[src/rtl/lhc_pkg.sv]
package lhc_pkg;
  localparam int unsigned CTRL_W      = 16;
  localparam int unsigned BIT_DLY_EN  = 1;
  localparam int unsigned BIT_DONE    = 3;
  localparam int unsigned BIT_ENH     = 4;
  localparam int unsigned EVT_N       = 2;
  localparam int unsigned EVT_RST     = 0;
  localparam int unsigned EVT_LINK    = 1;

  typedef enum logic {
    HOLD_RUN  = 1'b0,
    HOLD_WAIT = 1'b1
  } hold_state_e;
endpackage

[src/rtl/lhc_ctrl_reg.sv]
module lhc_ctrl_reg
  import lhc_pkg::*;
#(
  parameter int unsigned W = CTRL_W
) (
  input  logic           clk,
  input  logic           rst_n,
  input  logic           wr_en,
  input  logic [2*W-1:0] wdata,
  output logic [W-1:0]   ctrl_q,
  output logic           done_pulse
);
  logic [W-1:0] ctrl_d;

  for (genvar gi = 0; gi < W; gi++) begin : g_bit
    if (gi == BIT_DONE) begin : g_pulse
      assign ctrl_d[gi] = 1'b0;
    end else begin : g_store
      assign ctrl_d[gi] = (wr_en && wdata[W+gi]) ? wdata[gi] : ctrl_q[gi];
    end
  end

  assign done_pulse = wr_en && wdata[W+BIT_DONE] && wdata[BIT_DONE];

  always_ff @(posedge clk or negedge rst_n) begin
    if (!rst_n) ctrl_q <= '0;
    else        ctrl_q <= ctrl_d;
  end

  // an unselected bit keeps its value across a write
  a_r2_mask_keeps: assert property (@(posedge clk) disable iff (!rst_n)
    (wr_en && !wdata[W+BIT_ENH]) |=> $stable(ctrl_q[BIT_ENH]));
  a_r2_mask_loads: assert property (@(posedge clk) disable iff (!rst_n)
    (wr_en && wdata[W+BIT_DLY_EN]) |=> (ctrl_q[BIT_DLY_EN] == $past(wdata[BIT_DLY_EN])));
  a_r3_done_reads_zero: assert property (@(posedge clk) disable iff (!rst_n)
    done_pulse |=> !ctrl_q[BIT_DONE]);
endmodule

[src/rtl/lhc_irq.sv]
module lhc_irq
  import lhc_pkg::*;
#(
  parameter int unsigned N = EVT_N
) (
  input  logic         clk,
  input  logic         rst_n,
  input  logic [N-1:0] evt_set,
  input  logic         clr_we,
  input  logic [N-1:0] clr_bits,
  input  logic         mask_we,
  input  logic [N-1:0] mask_bits,
  output logic [N-1:0] status_q,
  output logic [N-1:0] mask_q,
  output logic         irq
);
  logic [N-1:0] status_d;
  logic [N-1:0] mask_d;

  always_comb begin
    status_d = status_q;
    if (clr_we) status_d = status_d & ~clr_bits;
    status_d = status_d | evt_set;
    mask_d   = mask_we ? mask_bits : mask_q;
  end

  always_ff @(posedge clk or negedge rst_n) begin
    if (!rst_n) begin
      status_q <= '0;
      mask_q   <= '0;
    end else begin
      status_q <= status_d;
      mask_q   <= mask_d;
    end
  end

  assign irq = |(status_q & mask_q);

  a_r9_event_sets: assert property (@(posedge clk) disable iff (!rst_n)
    evt_set[EVT_RST] |=> status_q[EVT_RST]);
  a_r10_w1c_clears: assert property (@(posedge clk) disable iff (!rst_n)
    (clr_we && clr_bits[EVT_LINK] && !evt_set[EVT_LINK]) |=> !status_q[EVT_LINK]);
  a_r11_no_irq_unmasked: assert property (@(posedge clk) disable iff (!rst_n)
    (mask_q == '0) |-> !irq);
endmodule

[src/rtl/lhc_hold_fsm.sv]
module lhc_hold_fsm
  import lhc_pkg::*;
(
  input  logic clk,
  input  logic rst_n,
  input  logic enh_mode,
  input  logic dly_en,
  input  logic reset_evt,
  input  logic link_up_chg,
  input  logic done_pulse,
  input  logic core_rst_n,
  output logic train_en
);
  hold_state_e state_q, state_d;
  logic        was_up_q, was_up_d;
  logic        arm;

  assign arm = enh_mode && dly_en && was_up_q && reset_evt;

  always_comb begin
    state_d  = state_q;
    was_up_d = was_up_q | link_up_chg;
    unique case (state_q)
      HOLD_RUN:  if (arm) state_d = HOLD_WAIT;
      HOLD_WAIT: if (!arm && done_pulse) state_d = HOLD_RUN;
      default:   state_d = HOLD_RUN;
    endcase
  end

  always_ff @(posedge clk or negedge rst_n) begin
    if (!rst_n) begin
      state_q  <= HOLD_RUN;
      was_up_q <= 1'b0;
    end else begin
      state_q  <= state_d;
      was_up_q <= was_up_d;
    end
  end

  assign train_en = core_rst_n && !(enh_mode && (state_q == HOLD_WAIT));

  a_r5_hold_arms: assert property (@(posedge clk) disable iff (!rst_n)
    arm |=> (state_q == HOLD_WAIT));
  a_r5_done_releases: assert property (@(posedge clk) disable iff (!rst_n)
    ((state_q == HOLD_WAIT) && done_pulse && !reset_evt) |=> (state_q == HOLD_RUN));
  a_r6_done_idle: assert property (@(posedge clk) disable iff (!rst_n)
    ((state_q == HOLD_RUN) && !reset_evt) |=> (state_q == HOLD_RUN));
  a_r7_no_hold_first: assert property (@(posedge clk) disable iff (!rst_n)
    (!was_up_q && (state_q == HOLD_RUN)) |=> (state_q == HOLD_RUN));
endmodule

[src/rtl/link_hold_ctrl.sv]
module link_hold_ctrl
  import lhc_pkg::*;
#(
  parameter int unsigned ADDR_W   = 12,
  parameter int unsigned DATA_W   = 32,
  parameter logic [11:0] CTRL_OFS = 12'h180,
  parameter logic [11:0] STAT_OFS = 12'h010
) (
  input  logic              clk,
  input  logic              rst_n,
  input  logic              core_rst_n,
  input  logic              reset_evt,
  input  logic              link_up_chg,
  input  logic [ADDR_W-1:0] bus_addr,
  input  logic [DATA_W-1:0] bus_wdata,
  input  logic              bus_we,
  output logic [DATA_W-1:0] bus_rdata,
  output logic              train_en,
  output logic              irq
);
  localparam logic [ADDR_W-1:0] A_CTRL = ADDR_W'(CTRL_OFS);
  localparam logic [ADDR_W-1:0] A_STAT = ADDR_W'(STAT_OFS);
  localparam logic [ADDR_W-1:0] A_MASK = ADDR_W'(STAT_OFS + 12'h004);

  logic [CTRL_W-1:0] ctrl_q;
  logic              done_pulse;
  logic [EVT_N-1:0]  status_q, mask_q, evt_set;
  logic              sel_ctrl, sel_stat, sel_mask;

  assign sel_ctrl = (bus_addr == A_CTRL);
  assign sel_stat = (bus_addr == A_STAT);
  assign sel_mask = (bus_addr == A_MASK);

  assign evt_set[EVT_RST]  = reset_evt;
  assign evt_set[EVT_LINK] = link_up_chg;

  lhc_ctrl_reg #(.W(CTRL_W)) u_ctrl (
    .clk        (clk),
    .rst_n      (rst_n),
    .wr_en      (bus_we && sel_ctrl),
    .wdata      (bus_wdata[2*CTRL_W-1:0]),
    .ctrl_q     (ctrl_q),
    .done_pulse (done_pulse)
  );

  lhc_irq #(.N(EVT_N)) u_irq (
    .clk       (clk),
    .rst_n     (rst_n),
    .evt_set   (evt_set),
    .clr_we    (bus_we && sel_stat),
    .clr_bits  (bus_wdata[EVT_N-1:0]),
    .mask_we   (bus_we && sel_mask),
    .mask_bits (bus_wdata[EVT_N-1:0]),
    .status_q  (status_q),
    .mask_q    (mask_q),
    .irq       (irq)
  );

  lhc_hold_fsm u_fsm (
    .clk         (clk),
    .rst_n       (rst_n),
    .enh_mode    (ctrl_q[BIT_ENH]),
    .dly_en      (ctrl_q[BIT_DLY_EN]),
    .reset_evt   (reset_evt),
    .link_up_chg (link_up_chg),
    .done_pulse  (done_pulse),
    .core_rst_n  (core_rst_n),
    .train_en    (train_en)
  );

  always_comb begin
    bus_rdata = '0;
    if (sel_ctrl)      bus_rdata[CTRL_W-1:0] = ctrl_q;
    else if (sel_stat) bus_rdata[EVT_N-1:0]  = status_q;
    else if (sel_mask) bus_rdata[EVT_N-1:0]  = mask_q;
  end

  a_r4_core_gates: assert property (@(posedge clk) disable iff (!rst_n)
    $fell(core_rst_n) |-> !train_en);
  a_r12_unmapped_zero: assert property (@(posedge clk) disable iff (!rst_n)
    (!sel_ctrl && !sel_stat && !sel_mask) |-> (bus_rdata == '0));
endmodule

[config.mk]
export PLATFORM = sky130hd
export DESIGN_NAME = link_hold_ctrl
export DESIGN_NICKNAME = d
export VERILOG_FILES = /design/src/rtl/lhc_pkg.sv /design/src/rtl/lhc_ctrl_reg.sv /design/src/rtl/lhc_irq.sv /design/src/rtl/lhc_hold_fsm.sv /design/src/rtl/link_hold_ctrl.sv
export SDC_FILE = /design/constraint.sdc
export NUM_CORES = 1
export LEC_CHECK = 0
export BUFFER_PORTS_ARGS = -buffer_cell sky130_fd_sc_hd__buf_4
export CORE_MARGIN = 5
export CORE_UTILIZATION = 45
export CTS_BUF_LIST = sky130_fd_sc_hd__clkbuf_16
export CTS_CLUSTER_SIZE = 25
export DETAILED_ROUTE_END_ITERATION = 7
export HOLD_SLACK_MARGIN = 0.06
export PLACE_DENSITY = 0.86
export SKIP_CTS_REPAIR_TIMING = 1
export SYNTH_ARGS = -nofsm -noshare
export SYNTH_HDL_FRONTEND = slang
export SYNTH_HIERARCHICAL = 1
export SYNTH_SLANG_ARGS = --single-unit
export TNS_END_PERCENT = 20
[constraint.sdc]
create_clock -name clk -period 7.4 [get_ports clk]
set_clock_uncertainty 0.05 [all_clocks]
set_input_delay 2.22 -clock clk [delete_from_list [all_inputs] [get_ports clk]]
set_output_delay 2.22 -clock clk [all_outputs]
set_load 0.01 [all_outputs]
---- Word-level counts from Yosys, hierarchy flattened ----
Index checks and enable logic that the tools add are counted.
word-level totals
  bits in registers ....................... 21
  input port bits ......................... 50
  output and inout bits ................... 34
  word-level logic and storage cells ...... 65
operators by class
  equality and inequality tests ........... 3
  muxes and demuxes ....................... 8
  bitwise operators ....................... 6
  reduce and logical (&&, ||, !) cells .... 29
operators with widths
  kind                                                                     count
  1-bit logical AND                                                        26
  12-bit by 5-bit equality test with 1-bit output (second input constant)  2
  14-bit 2-to-1 mux                                                        1
  12-bit by 9-bit equality test with 1-bit output (second input constant)  1
  2-bit 2-to-1 mux                                                         4
  2-bit bitwise AND                                                        2
  1-bit zero test                                                          2
  1-bit 2-to-1 mux                                                         2
  2-bit inverter                                                           1
  2-bit bitwise OR                                                         1
  1-bit one-hot mux with 2 select lines                                    1
  2-bit OR reduction                                                       1
  1-bit inverter                                                           1
  1-bit bitwise OR                                                         1

---- Longest topological paths before layout ----
  depth after elaboration ................. 7
  depth in mapped cells ................... 7
  mapped depth without buffers ............ 5

---- Modules after synthesis ----
The synthesis kept the hierarchy.
by module, submodules not included
  module          times used  cells an instance  area each (um^2)  sequential area each (um^2)
  lhc_ctrl_reg    1           50                 675.6             375.4
  link_hold_ctrl  1           50                 361.6             0.0
  lhc_irq         1           11                 161.4             100.1
  lhc_hold_fsm    1           7                  78.8              50.0

---- Worst setup path before layout ----
No wires, ideal clock.
  kind .................................... in2out
  start point ............................. input bus_addr[1]
  end point ............................... output bus_rdata[10]
  arrival time ............................ 3.283 ns
  data required time ...................... 5.130 ns
  path slack .............................. 1.847 ns
  stages .................................. 4
  buffers on the path ..................... 1
  cells stage by stage .................... or4_1 nor3_4 buf_6 and2_1
between the ends
  longest elaborated chain between the ends .. 2
RTL lines
  what                                             RTL line              source
  start: declaration                               link_hold_ctrl.sv:14  input logic [ADDR_W-1:0] bus_addr,
  12-bit by 9-bit equality test with 1-bit output  link_hold_ctrl.sv:30  assign sel_ctrl = (bus_addr == A_CTRL);
  14-bit 2-to-1 mux                                link_hold_ctrl.sv:73  if (sel_ctrl) bus_rdata[CTRL_W-1:0] = ctrl_q;
  end: declaration                                 link_hold_ctrl.sv:17  output logic [DATA_W-1:0] bus_rdata,
No other way between the ends.

---- Worst setup path in the final report ----
  start point ............................. input bus_addr[9]
  end point ............................... output bus_rdata[9]
Same word-level chain as after synthesis.

==> results.tsv <==
metric	value	unit
finalCritPeriodShare	79.8	%
yosys_warnings	6	
sw_frac_of_total	19.3	%
layout_common_cells	buf_4, dfrtp_1, nand2_1	
path_max_fanout	15	
drc	0	
pre_cts_ws	1.48	ns
synth-seq-cells	21	
seqCellArea	526	µm²
top_layer_used	met4	
stdcell_area	1790	µm²
status	finished, final reports clean	
cap_violations	0	
finalWorstSetupSlack	1.50	ns
first_global_vias	1071	
coreArea	2730	µm²
p_sw	0.0492	mW
internal_power	0.206	mW
finalWorstPathRequiredPeriod	5.90	ns
vdd_drop_max	0.122	mV
syn2layout_area_growth	39.9	%
fmax	169	MHz
tightest_slew	0.563	ns
dpl.hpwl	2420	µm
cp.arrival	3.63	ns
setup_violations	0	
grt_first_pass_wirelength	4710	µm
total_power	0.255	mW
drive_gt1_share	50.3	%
die_w	63.3	µm
routedWlPerCell	13.5	µm
synthesis.instances	118	
nNetsFinal	234	
wl_met2	1420	µm
netlist_area	1280	µm²
syn_area_per_cell	10.8	µm²
leakage	0.946	nW
slew_violations	0	
track_usage	14.3	%
cts.sink_count	21	
rsz0062_at_grt	no	
grt_max_degree	22	
die_y	63.3	µm
yosys-top-cells-area	dfrtp_1, mux2_4, buf_4, and2_1, mux2_2	
final_antenna_net_count	0	
power_frac_seq	45.1	%
final-hold-violation-count	0	
yosysTopAreaCell	dfrtp_1	
required	5.13	ns
row_count	19	
numPortBuffers	66	
drt-total-wl	2890	µm
multiInputGateArea	639	µm²
die_area	4000	µm²
ctsHtreeMaxLevel	1	
start_util	46.7	%
cp-start-kind	input pin	
ios	84	
layout_commonest_cell	buf_4	
finalSetupTns	0	ns
grt-ovfl-total	0	
postPlaceCellArea	1710	µm²
numCtsBuffers	3	
worstHoldPathType	flop to flop	
utilization	65.4	%
yosysSeqAreaShare	41.1	%
comb_power_share	12.1	%
antenna_found_initial	0	
synth_cell_types	25	
dr.pass1.iters	2	
crit_type	input pin to output port	
antenna_cells	0	
cts_root_buf	clkbuf_16	
drt_iter0_drc	22	
viasPerCell	4.76	
gp_congestion	0.842	
setup.worst_path.end_class	output port	
cts_tree	yes	
clock_path_buffers	2	
p_clk_share	42.8	%
power_density	143	nW/µm²
slew_headroom	62.5	%
route.met3.wl	362	µm
clk_latency	0.24	ns
vias	1019	
n_fill_cell	216	
clk_pin_slew	0.05	ns
synth_top_cell_area_share	41.1	%
wl_met1	1100	µm
==> metal layers <==
layer,track usage [%],up-vias
met1,16.6,470
met4,2.34,0
met3,5.15,2
met5,0,-
met2,25.6,56
li1,-,491
==> power groups by stage <==
stage / Clock (mW) / Sequential [mW] / Combinational [mW]
floorplan: 0 / 0.117 / 0.0137
global placement: 0 / 0.117 / 0.0300
detailed placement: 0 / 0.117 / 0.0309
CTS: 0.111 / 0.115 / 0.0310
global route: 0.118 / 0.115 / 0.0337
finish: 0.109 / 0.115 / 0.0309
==> worst max-delay path, cell delays in order <==
cell    delay (ns)
buf_4         0.11
or4_4         0.55
nor3_4        0.43
and2_1        0.21
buf_4         0.12
==> cells in the mapped netlist <==
cell,n
dfrtp_1,21
nand2_1,18
buf_4,17
and2_1,15
mux2_4,11
mux2_2,8
buf_6,3
a21o_1,2
a22oi_1,2
conb_1,2
inv_1,2
nor2_1,2
nor3_1,2
or2_1,2
a21boi_0,1
a22o_1,1
and3_2,1
nand4_1,1
nand4bb_1,1
nor3_4,1
nor3b_1,1
nor4bb_1,1
o21ai_1,1
or4_1,1
or4_4,1
==> flip-flops by register name, indices dropped and copies added, names as in the netlist <==
name and cells:
u_fsm/state_q 1, u_irq/status_q 2, u_ctrl/ctrl_q 15, u_irq/mask_q 2, u_fsm/was_up_q 1
==> final timing paths <==
check	startpoint	end	slack, ns	cells after the start
min reg2reg	u_fsm/was_up_q$_DFF_PN0_	u_fsm/was_up_q$_DFF_PN0_	0.43	1
max in group asynchronous	rst_n	u_ctrl/ctrl_q[10]$_DFFE_PN0P_	5.29	1
max	bus_addr[9]	bus_rdata[9]	1.50	5
min	u_fsm/was_up_q$_DFF_PN0_	u_fsm/was_up_q$_DFF_PN0_	0.43	1
max reg2reg	u_ctrl/ctrl_q[4]$_DFFE_PN0P_	u_ctrl/ctrl_q[4]$_DFFE_PN0P_	6.57	1
min in group asynchronous	rst_n	u_ctrl/ctrl_q[13]$_DFFE_PN0P_	1.79	1
==> cells by family after synthesis <==
group	share of synthesized area (%)
AO/OA/AOI/OAI	4.01
buffers and inverters	13.2
flip-flops	41.1
multiplexers	20.0
other	0.588
AND/OR/NAND/NOR	21.1
==> through the flow <==
stage	hold slack, ns	instances
final	0.427	214
after global routing	0.440	214
after CTS	0.429	214
after detailed placement	0.400	210
after global placement	0.396	210
after floorplan	0.381	133
==> cell type report <==
type                       count  area share, %
clock buffer                   3           4.20
clock inverter                 1          0.280
inverter                       2          0.420
multi-input combinational     90           35.8
sequential                    21           29.4
tap                           31           2.17
timing repair buffer          66           27.7
(Power assumes the default switching activity.)
